--- src/rtl/uart_irq_pkg.sv ---
package uart_irq_pkg;
  localparam logic [3:0] ID_NONE = 4'b0001;
  localparam logic [3:0] ID_LINE = 4'b0110;
  localparam logic [3:0] ID_RXD  = 4'b0100;
  localparam logic [3:0] ID_TMO  = 4'b1100;
  localparam logic [3:0] ID_TX   = 4'b0010;
  localparam logic [3:0] ID_MDM  = 4'b0000;

  localparam int EN_RX  = 0;
  localparam int EN_TX  = 1;
  localparam int EN_LS  = 2;
  localparam int EN_MDM = 3;
endpackage

--- src/rtl/uart_fcr_regs.sv ---
module uart_fcr_regs (
  input  logic       clk,
  input  logic       rst_n,
  input  logic       wr,
  input  logic [7:0] wdata,
  output logic       fen,
  output logic       trig8,
  output logic       rxr,
  output logic       txr
);
  logic fen_d, trig8_d, rxr_d, txr_d;
  logic fen_q, trig8_q, rxr_q, txr_q;

  always_comb begin
    fen_d   = fen_q;
    trig8_d = trig8_q;
    rxr_d   = 1'b0;
    txr_d   = 1'b0;
    if (wr) begin
      fen_d   = wdata[0];
      trig8_d = (wdata[7:6] == 2'b10);
      rxr_d   = wdata[1];
      txr_d   = wdata[2];
    end
  end

  always_ff @(posedge clk or negedge rst_n) begin
    if (!rst_n) begin
      fen_q   <= 1'b0;
      trig8_q <= 1'b0;
      rxr_q   <= 1'b0;
      txr_q   <= 1'b0;
    end else begin
      fen_q   <= fen_d;
      trig8_q <= trig8_d;
      rxr_q   <= rxr_d;
      txr_q   <= txr_d;
    end
  end

  assign fen   = fen_q;
  assign trig8 = trig8_q;
  assign rxr   = rxr_q;
  assign txr   = txr_q;

  assert_rx_pulse_R3: assert property (@(posedge clk) disable iff (!rst_n)
    rxr_q |=> !rxr_q || $past(wr && wdata[1]));
  assert_tx_pulse_R3: assert property (@(posedge clk) disable iff (!rst_n)
    $rose(txr_q) |-> $past(wr && wdata[2]));
endmodule

--- src/rtl/uart_rx_timeout.sv ---
module uart_rx_timeout #(
  parameter int FIFO_DEPTH     = 16,
  parameter int TICKS_PER_CHAR = 16,
  parameter int CHAR_TIMES     = 4,
  localparam int CNT_W = $clog2(FIFO_DEPTH + 1),
  localparam int LIMIT = TICKS_PER_CHAR * CHAR_TIMES,
  localparam int TMR_W = $clog2(LIMIT + 1)
) (
  input  logic             clk,
  input  logic             rst_n,
  input  logic             fen,
  input  logic [CNT_W-1:0] rx_count,
  input  logic             rx_push,
  input  logic             rbr_rd,
  input  logic             rx_rst,
  input  logic             tick,
  output logic             tmo
);
  logic [TMR_W-1:0] cnt_q, cnt_d;
  logic             flag_q, flag_d;
  logic             empty, restart, drop;

  assign empty   = (rx_count == '0);
  assign drop    = rbr_rd | rx_rst | ~fen | empty;
  assign restart = drop | rx_push;

  always_comb begin
    cnt_d  = cnt_q;
    flag_d = flag_q;
    if (drop) flag_d = 1'b0;
    if (restart) begin
      cnt_d = '0;
    end else if (tick && !flag_q) begin
      if (cnt_q == TMR_W'(LIMIT - 1)) begin
        flag_d = 1'b1;
        cnt_d  = '0;
      end else begin
        cnt_d = cnt_q + 1'b1;
      end
    end
  end

  always_ff @(posedge clk or negedge rst_n) begin
    if (!rst_n) begin
      cnt_q  <= '0;
      flag_q <= 1'b0;
    end else begin
      cnt_q  <= cnt_d;
      flag_q <= flag_d;
    end
  end

  assign tmo = flag_q;

  assert_tmo_cause_R8: assert property (@(posedge clk) disable iff (!rst_n)
    $rose(flag_q) |-> $past(fen) && ($past(rx_count) != '0) && !$past(rx_push) && !$past(rbr_rd));
  assert_tmo_clear_R8: assert property (@(posedge clk) disable iff (!rst_n)
    (rbr_rd || rx_rst) |=> !flag_q);
endmodule

--- src/rtl/uart_int_prio.sv ---
module uart_int_prio
  import uart_irq_pkg::*;
(
  input  logic       clk,
  input  logic       rst_n,
  input  logic [3:0] ier,
  input  logic       line_evt,
  input  logic       modem_evt,
  input  logic       lsr_rd,
  input  logic       msr_rd,
  input  logic       thr_wr,
  input  logic       iir_rd,
  input  logic       rda,
  input  logic       tmo,
  input  logic       tx_cond,
  output logic [3:0] id,
  output logic       irq
);
  logic ls_q, ls_d, ms_q, ms_d, txp_q, txp_d, txc_q;

  always_comb begin
    if (ier[EN_LS] && ls_q)          id = ID_LINE;
    else if (ier[EN_RX] && rda)      id = ID_RXD;
    else if (ier[EN_RX] && tmo)      id = ID_TMO;
    else if (ier[EN_TX] && txp_q)    id = ID_TX;
    else if (ier[EN_MDM] && ms_q)    id = ID_MDM;
    else                             id = ID_NONE;
  end

  always_comb begin
    ls_d  = line_evt | (ls_q & ~lsr_rd);
    ms_d  = modem_evt | (ms_q & ~msr_rd);
    txp_d = txp_q;
    if (thr_wr || (iir_rd && id == ID_TX)) txp_d = 1'b0;
    if (tx_cond && !txc_q) txp_d = 1'b1;
  end

  always_ff @(posedge clk or negedge rst_n) begin
    if (!rst_n) begin
      ls_q  <= 1'b0;
      ms_q  <= 1'b0;
      txp_q <= 1'b0;
      txc_q <= 1'b0;
    end else begin
      ls_q  <= ls_d;
      ms_q  <= ms_d;
      txp_q <= txp_d;
      txc_q <= tx_cond;
    end
  end

  assign irq = (id != ID_NONE);

  assert_line_top_R5: assert property (@(posedge clk) disable iff (!rst_n)
    (ier[EN_LS] && ls_q) |-> id == ID_LINE);
  assert_line_clear_R6: assert property (@(posedge clk) disable iff (!rst_n)
    (lsr_rd && !line_evt) |=> !ls_q);
  assert_mdm_clear_R10: assert property (@(posedge clk) disable iff (!rst_n)
    (msr_rd && !modem_evt) |=> !ms_q);
  assert_masked_R11: assert property (@(posedge clk) disable iff (!rst_n)
    (ier == 4'b0000) |-> !irq);
endmodule

--- src/rtl/uart_irq_ctrl.sv ---
module uart_irq_ctrl
  import uart_irq_pkg::*;
#(
  parameter int FIFO_DEPTH     = 16,
  parameter int TICKS_PER_CHAR = 16,
  parameter int CHAR_TIMES     = 4,
  localparam int CNT_W = $clog2(FIFO_DEPTH + 1),
  localparam int HALF  = FIFO_DEPTH / 2,
  localparam int TRIG_HI = 8
) (
  input  logic             clk,
  input  logic             rst_n,
  input  logic             fcr_wr,
  input  logic [7:0]       wdata,
  input  logic             iir_rd,
  output logic [7:0]       iir_rdata,
  input  logic             lsr_rd,
  input  logic             msr_rd,
  input  logic             rbr_rd,
  input  logic             thr_wr,
  input  logic [3:0]       ier_mask,
  input  logic             line_evt,
  input  logic             modem_evt,
  input  logic             rx_push,
  input  logic [CNT_W-1:0] rx_count,
  input  logic [CNT_W-1:0] tx_count,
  input  logic             baud_tick,
  output logic             irq,
  output logic             fifo_en,
  output logic             rx_fifo_rst,
  output logic             tx_fifo_rst,
  output logic             rx_trig8,
  output logic             rx_dma_req
);
  logic [3:0]       id;
  logic             rda, tmo, tx_cond;
  logic [CNT_W-1:0] thresh;

  uart_fcr_regs u_fcr (
    .clk(clk), .rst_n(rst_n), .wr(fcr_wr), .wdata(wdata),
    .fen(fifo_en), .trig8(rx_trig8), .rxr(rx_fifo_rst), .txr(tx_fifo_rst)
  );

  assign thresh  = rx_trig8 ? CNT_W'(TRIG_HI) : CNT_W'(1);
  assign rda     = fifo_en ? (rx_count >= thresh) : (rx_count != '0);
  assign tx_cond = fifo_en ? (tx_count <= CNT_W'(HALF)) : (tx_count == '0);
  assign rx_dma_req = fifo_en & rda;

  uart_rx_timeout #(
    .FIFO_DEPTH(FIFO_DEPTH), .TICKS_PER_CHAR(TICKS_PER_CHAR), .CHAR_TIMES(CHAR_TIMES)
  ) u_tmo (
    .clk(clk), .rst_n(rst_n), .fen(fifo_en), .rx_count(rx_count),
    .rx_push(rx_push), .rbr_rd(rbr_rd), .rx_rst(rx_fifo_rst),
    .tick(baud_tick), .tmo(tmo)
  );

  uart_int_prio u_prio (
    .clk(clk), .rst_n(rst_n), .ier(ier_mask), .line_evt(line_evt),
    .modem_evt(modem_evt), .lsr_rd(lsr_rd), .msr_rd(msr_rd), .thr_wr(thr_wr),
    .iir_rd(iir_rd), .rda(rda), .tmo(tmo), .tx_cond(tx_cond), .id(id), .irq(irq)
  );

  assign iir_rdata = {fifo_en, fifo_en, 2'b00, id};

  assert_legal_code_R5: assert property (@(posedge clk) disable iff (!rst_n)
    id == ID_NONE || id == ID_LINE || id == ID_RXD || id == ID_TMO || id == ID_TX || id == ID_MDM);
  assert_tx_clear_R9: assert property (@(posedge clk) disable iff (!rst_n)
    (thr_wr && $stable(tx_count) && $stable(fifo_en)) |=> (id != ID_TX));
  assert_dma_mode_R4: assert property (@(posedge clk) disable iff (!rst_n)
    rx_dma_req |-> fifo_en && rx_count != '0);
endmodule

--- config.mk ---
export PLATFORM = sky130hd
export DESIGN_NAME = uart_irq_ctrl
export DESIGN_NICKNAME = d
export VERILOG_FILES = /design/src/rtl/uart_irq_pkg.sv /design/src/rtl/uart_fcr_regs.sv /design/src/rtl/uart_rx_timeout.sv /design/src/rtl/uart_int_prio.sv /design/src/rtl/uart_irq_ctrl.sv
export SDC_FILE = /design/constraint.sdc
export NUM_CORES = 1
export LEC_CHECK = 0
export BUFFER_PORTS_ARGS = -buffer_cell sky130_fd_sc_hd__buf_2
export CORE_ASPECT_RATIO = 2
export CORE_MARGIN = 2
export CORE_UTILIZATION = 30
export DETAILED_ROUTE_END_ITERATION = 6
export GPL_ROUTABILITY_DRIVEN = 0
export SLEW_MARGIN = 20
export SYNTH_ARGS = -nofsm -noshare
export SYNTH_HDL_FRONTEND = slang
export SYNTH_SLANG_ARGS = --single-unit
--- constraint.sdc ---
create_clock -name clk -period 4.4 [get_ports clk]
set_input_delay 0.88 -clock clk [delete_from_list [all_inputs] [get_ports clk]]
set_output_delay 0.88 -clock clk [all_outputs]
set_load 0.01 [all_outputs]
==> results.sh, run 1 <==
export IMPL_rsz0062_at_grt="no"
export IMPL_worstPathRequired_ns=3.52
export IMPL_final_area_mm2=0.00119
export IMPL_min_from="u_prio.ms_q"
export IMPL_syn_area_per_cell_um2=9.42
export IMPL_seq_power_share_pct=48.1
export IMPL_viasPerCell=5.04
export IMPL_die_area_mm2=0.00360
export IMPL_grt_overflow=0
export IMPL_fin_crit_ns=3.54
export IMPL_synth_top_area_share_pct=43.0
export IMPL_wire_per_inst_um=12.5
export IMPL_fill_cells=315
export IMPL_layout_nets=180
export IMPL_skew_ns=0.00137
export IMPL_synth_edff_count=0
export IMPL_rows=28
export IMPL_cp_slowest_stage_delay_ns=0.48
export IMPL_htreeDepth=1
export IMPL_synthMostInstantiatedCell="dfrtp_1"
export IMPL_syn_area_um2=932
export IMPL_post_cts_repair_setup_buffers=0
export IMPL_cts_resized_gates=0
export IMPL_r2r_start="u_fcr.trig8"
export IMPL_diodes=0
export IMPL_grt_max_degree=17
export IMPL_tns_ns=0
export IMPL_dr_pass1_iters=3
export IMPL_place_area_mm2=0.00115
export IMPL_hold_class="reg -> reg"
export IMPL_synth_seq_area_share_pct=43.0
export IMPL_yosysWarnings=0
export IMPL_ys_types=38
export IMPL_ios=48
export IMPL_setup_viol=0
export IMPL_cp_max_fo=5
export IMPL_power_density_mw_per_mm2=278
export IMPL_cts_inserted_buffers=3
export IMPL_cp_cell_sequence="buf_2 -> inv_1 -> ha_1 -> or4b_1 -> a211oi_2 -> mux2i_2 -> o31ai_2 -> buf_2"
export IMPL_status="finished, final reports clean"
export IMPL_cts_root_buf="clkbuf_8"
export IMPL_layout_drive_gt1_share_pct=37.6
export IMPL_timing_final_crit_share_pct=80.4
export IMPL_wl_um=2130
export IMPL_io_buffers=42
export IMPL_fmax_mhz=283
export IMPL_worst_r2r_cell_count=6
export IMPL_setup_ws_ns=0.862
export IMPL_start_kind="input pin"
export IMPL_max_cap_violations=0
export IMPL_antenna_found_initial=0
export IMPL_synthTopCellsByCount="dfrtp_1, nand2_1, nor2_1"
export IMPL_regArea_um2=400
export IMPL_vias=861
export IMPL_cp_end_kind="primary output"
export IMPL_critPathKind="in -> out"
export IMPL_dieWidth_um=43.4
export IMPL_synth_seq_cells=16
export IMPL_initial_core_util_pct=31.3
export IMPL_switching_share_pct=26.0
export IMPL_grt_pass1_vias=865
export IMPL_drv_slew=0
export IMPL_clockPowerShare_pct=32.4
export IMPL_hold_path_end="u_prio.ms_q"
export IMPL_p_sw_uw=86.3
export IMPL_worst_path_buf_inv=3
export IMPL_core_mm2=0.00298
export IMPL_synth_top_cell_by_area="dfrtp_1"
export IMPL_async_flop_share_pct=100
export IMPL_dp_hpwl_um=1760
export IMPL_multiInputGateArea_um2=483
export IMPL_die_h_um=82.8
export IMPL_antenna_left=0
export IMPL_cp_arrival_ns=2.66
export IMPL_hold_depth=1
export IMPL_cts_buffer_depth=2
export IMPL_r2r_end="u_prio.txp_q"
export IMPL_syn_inst=99
export IMPL_ir_drop_mv=0.161
export IMPL_path_clk_slew_ns=0.06
export IMPL_internal_power_uw=246
export IMPL_r2r_setup_slack_ns=2.36
export IMPL_grt_pass1_wl_um=3500
export IMPL_synthFlopType="dfrtp_1"
export IMPL_power_uw=332
export IMPL_comb_power_share_pct=19.5
export IMPL_clock_latency_ns=0.25
export IMPL_grt_usage_pct=12.6
export IMPL_final_hold_violation_count=0
export IMPL_cts_tree="built"
export IMPL_ys_top_cells_by_area="dfrtp_1, nand2_1, ha_1"
export IMPL_cpLargestDelayFamily="compound AO/OA/AOI/OAI gates"
export IMPL_dp_slack_ns=0.850
export IMPL_syn_to_final_growth_pct=28.2
export IMPL_cp_common_cell="buf_2"
export IMPL_ctsHoldBuffers=0
export IMPL_initialDrtViolationCount=14
export IMPL_crit_slowest_cell="or4b_1"
export IMPL_power_leakage_nw=0.586
export IMPL_cts_sinks=16
export IMPL_drc=0
-- flip-flops by register name, indices dropped and copies added (netlist names) --
| name | flops |
|---|---|
| u_tmo.tmo | 1 |
| u_fcr.fen | 1 |
| u_fcr.txr | 1 |
| u_fcr.rxr | 1 |
| u_prio.txc_q | 1 |
| u_prio.ms_q | 1 |
| u_prio.txp_q | 1 |
| u_tmo.cnt_q | 7 |
| u_prio.ls_q | 1 |
| u_fcr.trig8 | 1 |
-- power by group through the flow --
| stage | Clock, mW | Combinational [mW] | Sequential [mW] |
|---|---|---|---|
| 4_1_cts | 0.112 | 0.0662 | 0.160 |
| 5_1_grt | 0.118 | 0.0719 | 0.161 |
| 6_report | 0.108 | 0.0646 | 0.160 |
| 2_1_floorplan | 0 | 0.0356 | 0.162 |
| 3_3_place_gp | 0 | 0.0639 | 0.162 |
| 3_5_place_dp | 0 | 0.0658 | 0.162 |
-- layout by cell type (no fill, tap or decap), types with 2 or more instances in the layout --
cell / netlist / final
a21o_1: 2 / 2
a21oi_1: 7 / 7
a31oi_1: 2 / 2
and2_1: 2 / 2
buf_2: 0 / 42
clkbuf_8: 0 / 3
conb_1: 1 / 2
dfrtp_1: 16 / 16
ha_1: 3 / 3
inv_1: 6 / 6
mux2_2: 2 / 2
nand2_1: 11 / 11
nand2b_1: 2 / 2
nand4_1: 2 / 2
nor2_1: 9 / 9
nor3b_1: 2 / 2
o21a_1: 2 / 2
o21ai_0: 4 / 4
xor2_1: 2 / 2
-- how the worst max path moves through the flow --
stage	startpoint	endpoint	slack, ns	cells after the start
6_report	rx_count[0]	iir_rdata[1]	0.86	8
5_1_grt	rx_count[0]	iir_rdata[3]	0.73	8
4_1_cts	rx_count[0]	iir_rdata[1]	0.84	8
3_5_place_dp	rx_count[0]	iir_rdata[1]	0.85	8
3_3_place_gp	rx_count[0]	iir_rdata[1]	0.88	8
2_1_floorplan	rx_count[0]	iir_rdata[3]	1.13	6
-- cell families (layout without fill, tap and decap cells) --
| group | Yosys count | in the layout | synth area share [%] |
|---|---|---|---|
| buf+inv | 10 | 51 | 5.64 |
| mux | 3 | 3 | 3.89 |
| flops | 16 | 16 | 43.0 |
| compound gates | 26 | 26 | 19.3 |
| simple gates | 38 | 38 | 21.9 |
| fa+ha+maj | 3 | 3 | 4.03 |
| xor+xnor | 2 | 2 | 1.88 |
| other cells | 1 | 2 | 0.402 |
-- area by class of cell --
class | count | area share [%]
well taps | 30 | 3.14
multi-input cells | 74 | 40.4
inverters | 6 | 1.88
clock buffers | 3 | 3.46
repair buffers | 42 | 17.6
flip-flops and latches | 16 | 33.5
-- stage by stage --
| step | utilization, % | hold WS, ns | cells |
|---|---|---|---|
| 2_1_floorplan | - | 0.450 | 100 |
| 3_3_place_gp | 38.7 | 0.480 | 168 |
| 3_5_place_dp | 38.7 | 0.490 | 168 |
| 4_1_cts | 40.1 | 0.501 | 171 |
| 5_1_grt | 40.1 | 0.520 | 171 |
| 6_report | 40.1 | 0.501 | 171 |
-- layer usage --
metal  share of wire, %  routed length, um  global-route usage [%]  up-vias
li1                   -                  -                       -      433
met5                  0                  0                       0        -
met3                4.2                 90                    2.39        4
met2                 58               1230                    22.8       23
met1                 36                767                    12.9      401
met4                2.1                 44                    6.61        0
Power figures use the tool's default switching activity.
==> inputs of run 2 (changes only) <==
Clock period 4.4 ns to 3 ns, I/O delays scaled along.
==> run 2 against run 1 <==
  * Clock power is 77% higher
  * Flip-flop and latch count stayed put
  * Worst setup slack worse by 0.76 ns
  * Clock skew is 0.0033 ns higher
  * First-iteration DRC count is 50% lower
  * Hold slack worse by 0.25 ns
  * Via count is 1.3% higher
  * Global-route usage is 0.74 points higher
  * Sequential power is 47% higher
  * Design area is 3.5% higher
==> results.sh, run 2 (synthesis gave the netlist of run 1 again) <==
export IMPL_initial_core_util_pct=31.3
export IMPL_status="finished, final reports clean"
export IMPL_clock_latency_ns=0.25
export IMPL_die_area_mm2=0.00360
export IMPL_cts_root_buf="clkbuf_8"
export IMPL_worst_r2r_cell_count=7
export IMPL_timing_final_crit_share_pct=96.5
export IMPL_cts_inserted_buffers=3
export IMPL_critPathKind="in -> out"
export IMPL_ctsHoldBuffers=0
export IMPL_diodes=0
export IMPL_layout_commonest_cell="buf_2"
export IMPL_grt_pass1_wl_um=3730
export IMPL_die_h_um=82.8
export IMPL_drc=0
export IMPL_layout_drive_gt1_share_pct=39.2
export IMPL_wire_per_inst_um=12.7
export IMPL_final_area_mm2=0.00124
export IMPL_fin_crit_ns=2.89
export IMPL_layout_nets=181
export IMPL_vias=872
export IMPL_cts_tree="built"
export IMPL_crit_slowest_cell="or4b_4"
export IMPL_io_buffers=42
export IMPL_max_cap_violations=0
export IMPL_cp_end_kind="primary output"
export IMPL_place_area_mm2=0.00115
export IMPL_dieWidth_um=43.4
export IMPL_htreeDepth=1
export IMPL_final_cell_mix="buf_2, dfrtp_1, nand2_1, nor2_1, a21oi_1"
export IMPL_core_mm2=0.00298
export IMPL_cts_buffer_depth=2
export IMPL_grt_max_degree=17
export IMPL_power_leakage_nw=0.601
export IMPL_dp_slack_ns=0.0163
export IMPL_cp_slowest_stage_delay_ns=0.50
export IMPL_ir_drop_mv=0.220
export IMPL_hold_class="in -> async"
export IMPL_power_density_mw_per_mm2=427
export IMPL_cp_common_cell="buf_2"
export IMPL_setup_viol=0
export IMPL_worstPathRequired_ns=2.40
export IMPL_top_register="u_tmo.cnt_q"
export IMPL_grt_pass1_vias=879
export IMPL_skew_ns=0.00468
export IMPL_ios=48
export IMPL_dr_pass1_iters=4
export IMPL_rows=28
export IMPL_dp_hpwl_um=1810
export IMPL_initialDrtViolationCount=7
export IMPL_layoutNonFillerInstCount=173
export IMPL_cp_max_fo=5
export IMPL_cp_cell_sequence="buf_2 -> inv_1 -> ha_1 -> or4b_4 -> a211oi_4 -> mux2i_4 -> nor3b_1 -> buf_2"
export IMPL_holdWs_ns=0.247
export IMPL_antenna_found_initial=0
export IMPL_wl_um=2200
export IMPL_drv_slew=0
export IMPL_fmax_mhz=345
export IMPL_start_kind="input pin"
export IMPL_viasPerCell=5.04
export IMPL_dp_cells=168
export IMPL_antenna_left=0
export IMPL_final_hold_violation_count=0
export IMPL_syn_to_final_growth_pct=32.6
export IMPL_setup_ws_ns=0.105
export IMPL_largest_register_ffs=7
export IMPL_grt_usage_pct=13.4
export IMPL_cp_arrival_ns=2.29
export IMPL_cts_sinks=16
export IMPL_path_clk_slew_ns=0.06
export IMPL_grt_overflow=0
==> run 2: cell types whose count changed in the layout (fill, tap and decap cells not counted), sizes merged <==
cell	change
buf	+1
clkbuf	+1
==> run 2: critical path: cells and delay by family <==
kind                     cells  cell delay, ns
AO/OA/AOI/OAI                1            0.29
buffers and inverters        3            0.30
AND/OR/NAND/NOR              2            0.68
multiplexers                 1            0.14
adder cells (fa/ha/maj)      1            0.29
==> run 2: cell type report <==
class,instances,area [um^2]
flip-flops and latches,16,400
multi-input cells,74,503
fillers,319,1740
repair buffers,43,218
inverters,6,22.5
clock buffers,4,55.1
well taps,30,37.5
==> run 2: routing by layer <==
layer  track usage, %  share of wire (%)  wire length [um]
met1             14.2                 36               785
met4             7.16                2.9                63
met3             1.96                4.6               102
met2             23.9                 57              1250
met5                0                  0                 0
==> run 2: where the power goes <==
part | internal [mW] | total (mW) | switching [mW]
sequential | 0.225 | 0.235 | 0.0103
clock | 0.117 | 0.191 | 0.0745
combinational | 0.0501 | 0.102 | 0.0515
total | 0.392 | 0.528 | 0.136
==> run 2: final timing paths <==
path	slack, ns	start	end
setup / recovery	0.11	rx_count[0]	iir_rdata[3]
hold / removal	0.25	rst_n	u_tmo.cnt_q[6]
setup reg to reg	0.88	u_fcr.trig8	u_prio.txp_q
hold reg to reg	0.50	u_tmo.cnt_q[5]	u_tmo.cnt_q[5]
max in group asynchronous	2.49	rst_n	u_fcr.txr
min in group clk	0.50	u_tmo.cnt_q[5]	u_tmo.cnt_q[5]
==> run 2: timing repair <==
action | CTS | global route
gates resized for setup | 0 | 3
setup endpoints to repair | 0 | 4
buffers inserted | 0 | 1
hold endpoints to repair | 0 | 0
==> run 2: per-stage QoR <==
step,TNS (ns),util [%],power [mW]
3_5_place_dp,0,38.7,0.335
6_report,0,41.5,0.528
3_3_place_gp,0,38.7,0.332
4_1_cts,0,40.6,0.529
5_1_grt,-0.00365,41.5,0.553
2_1_floorplan,0,-,0.290
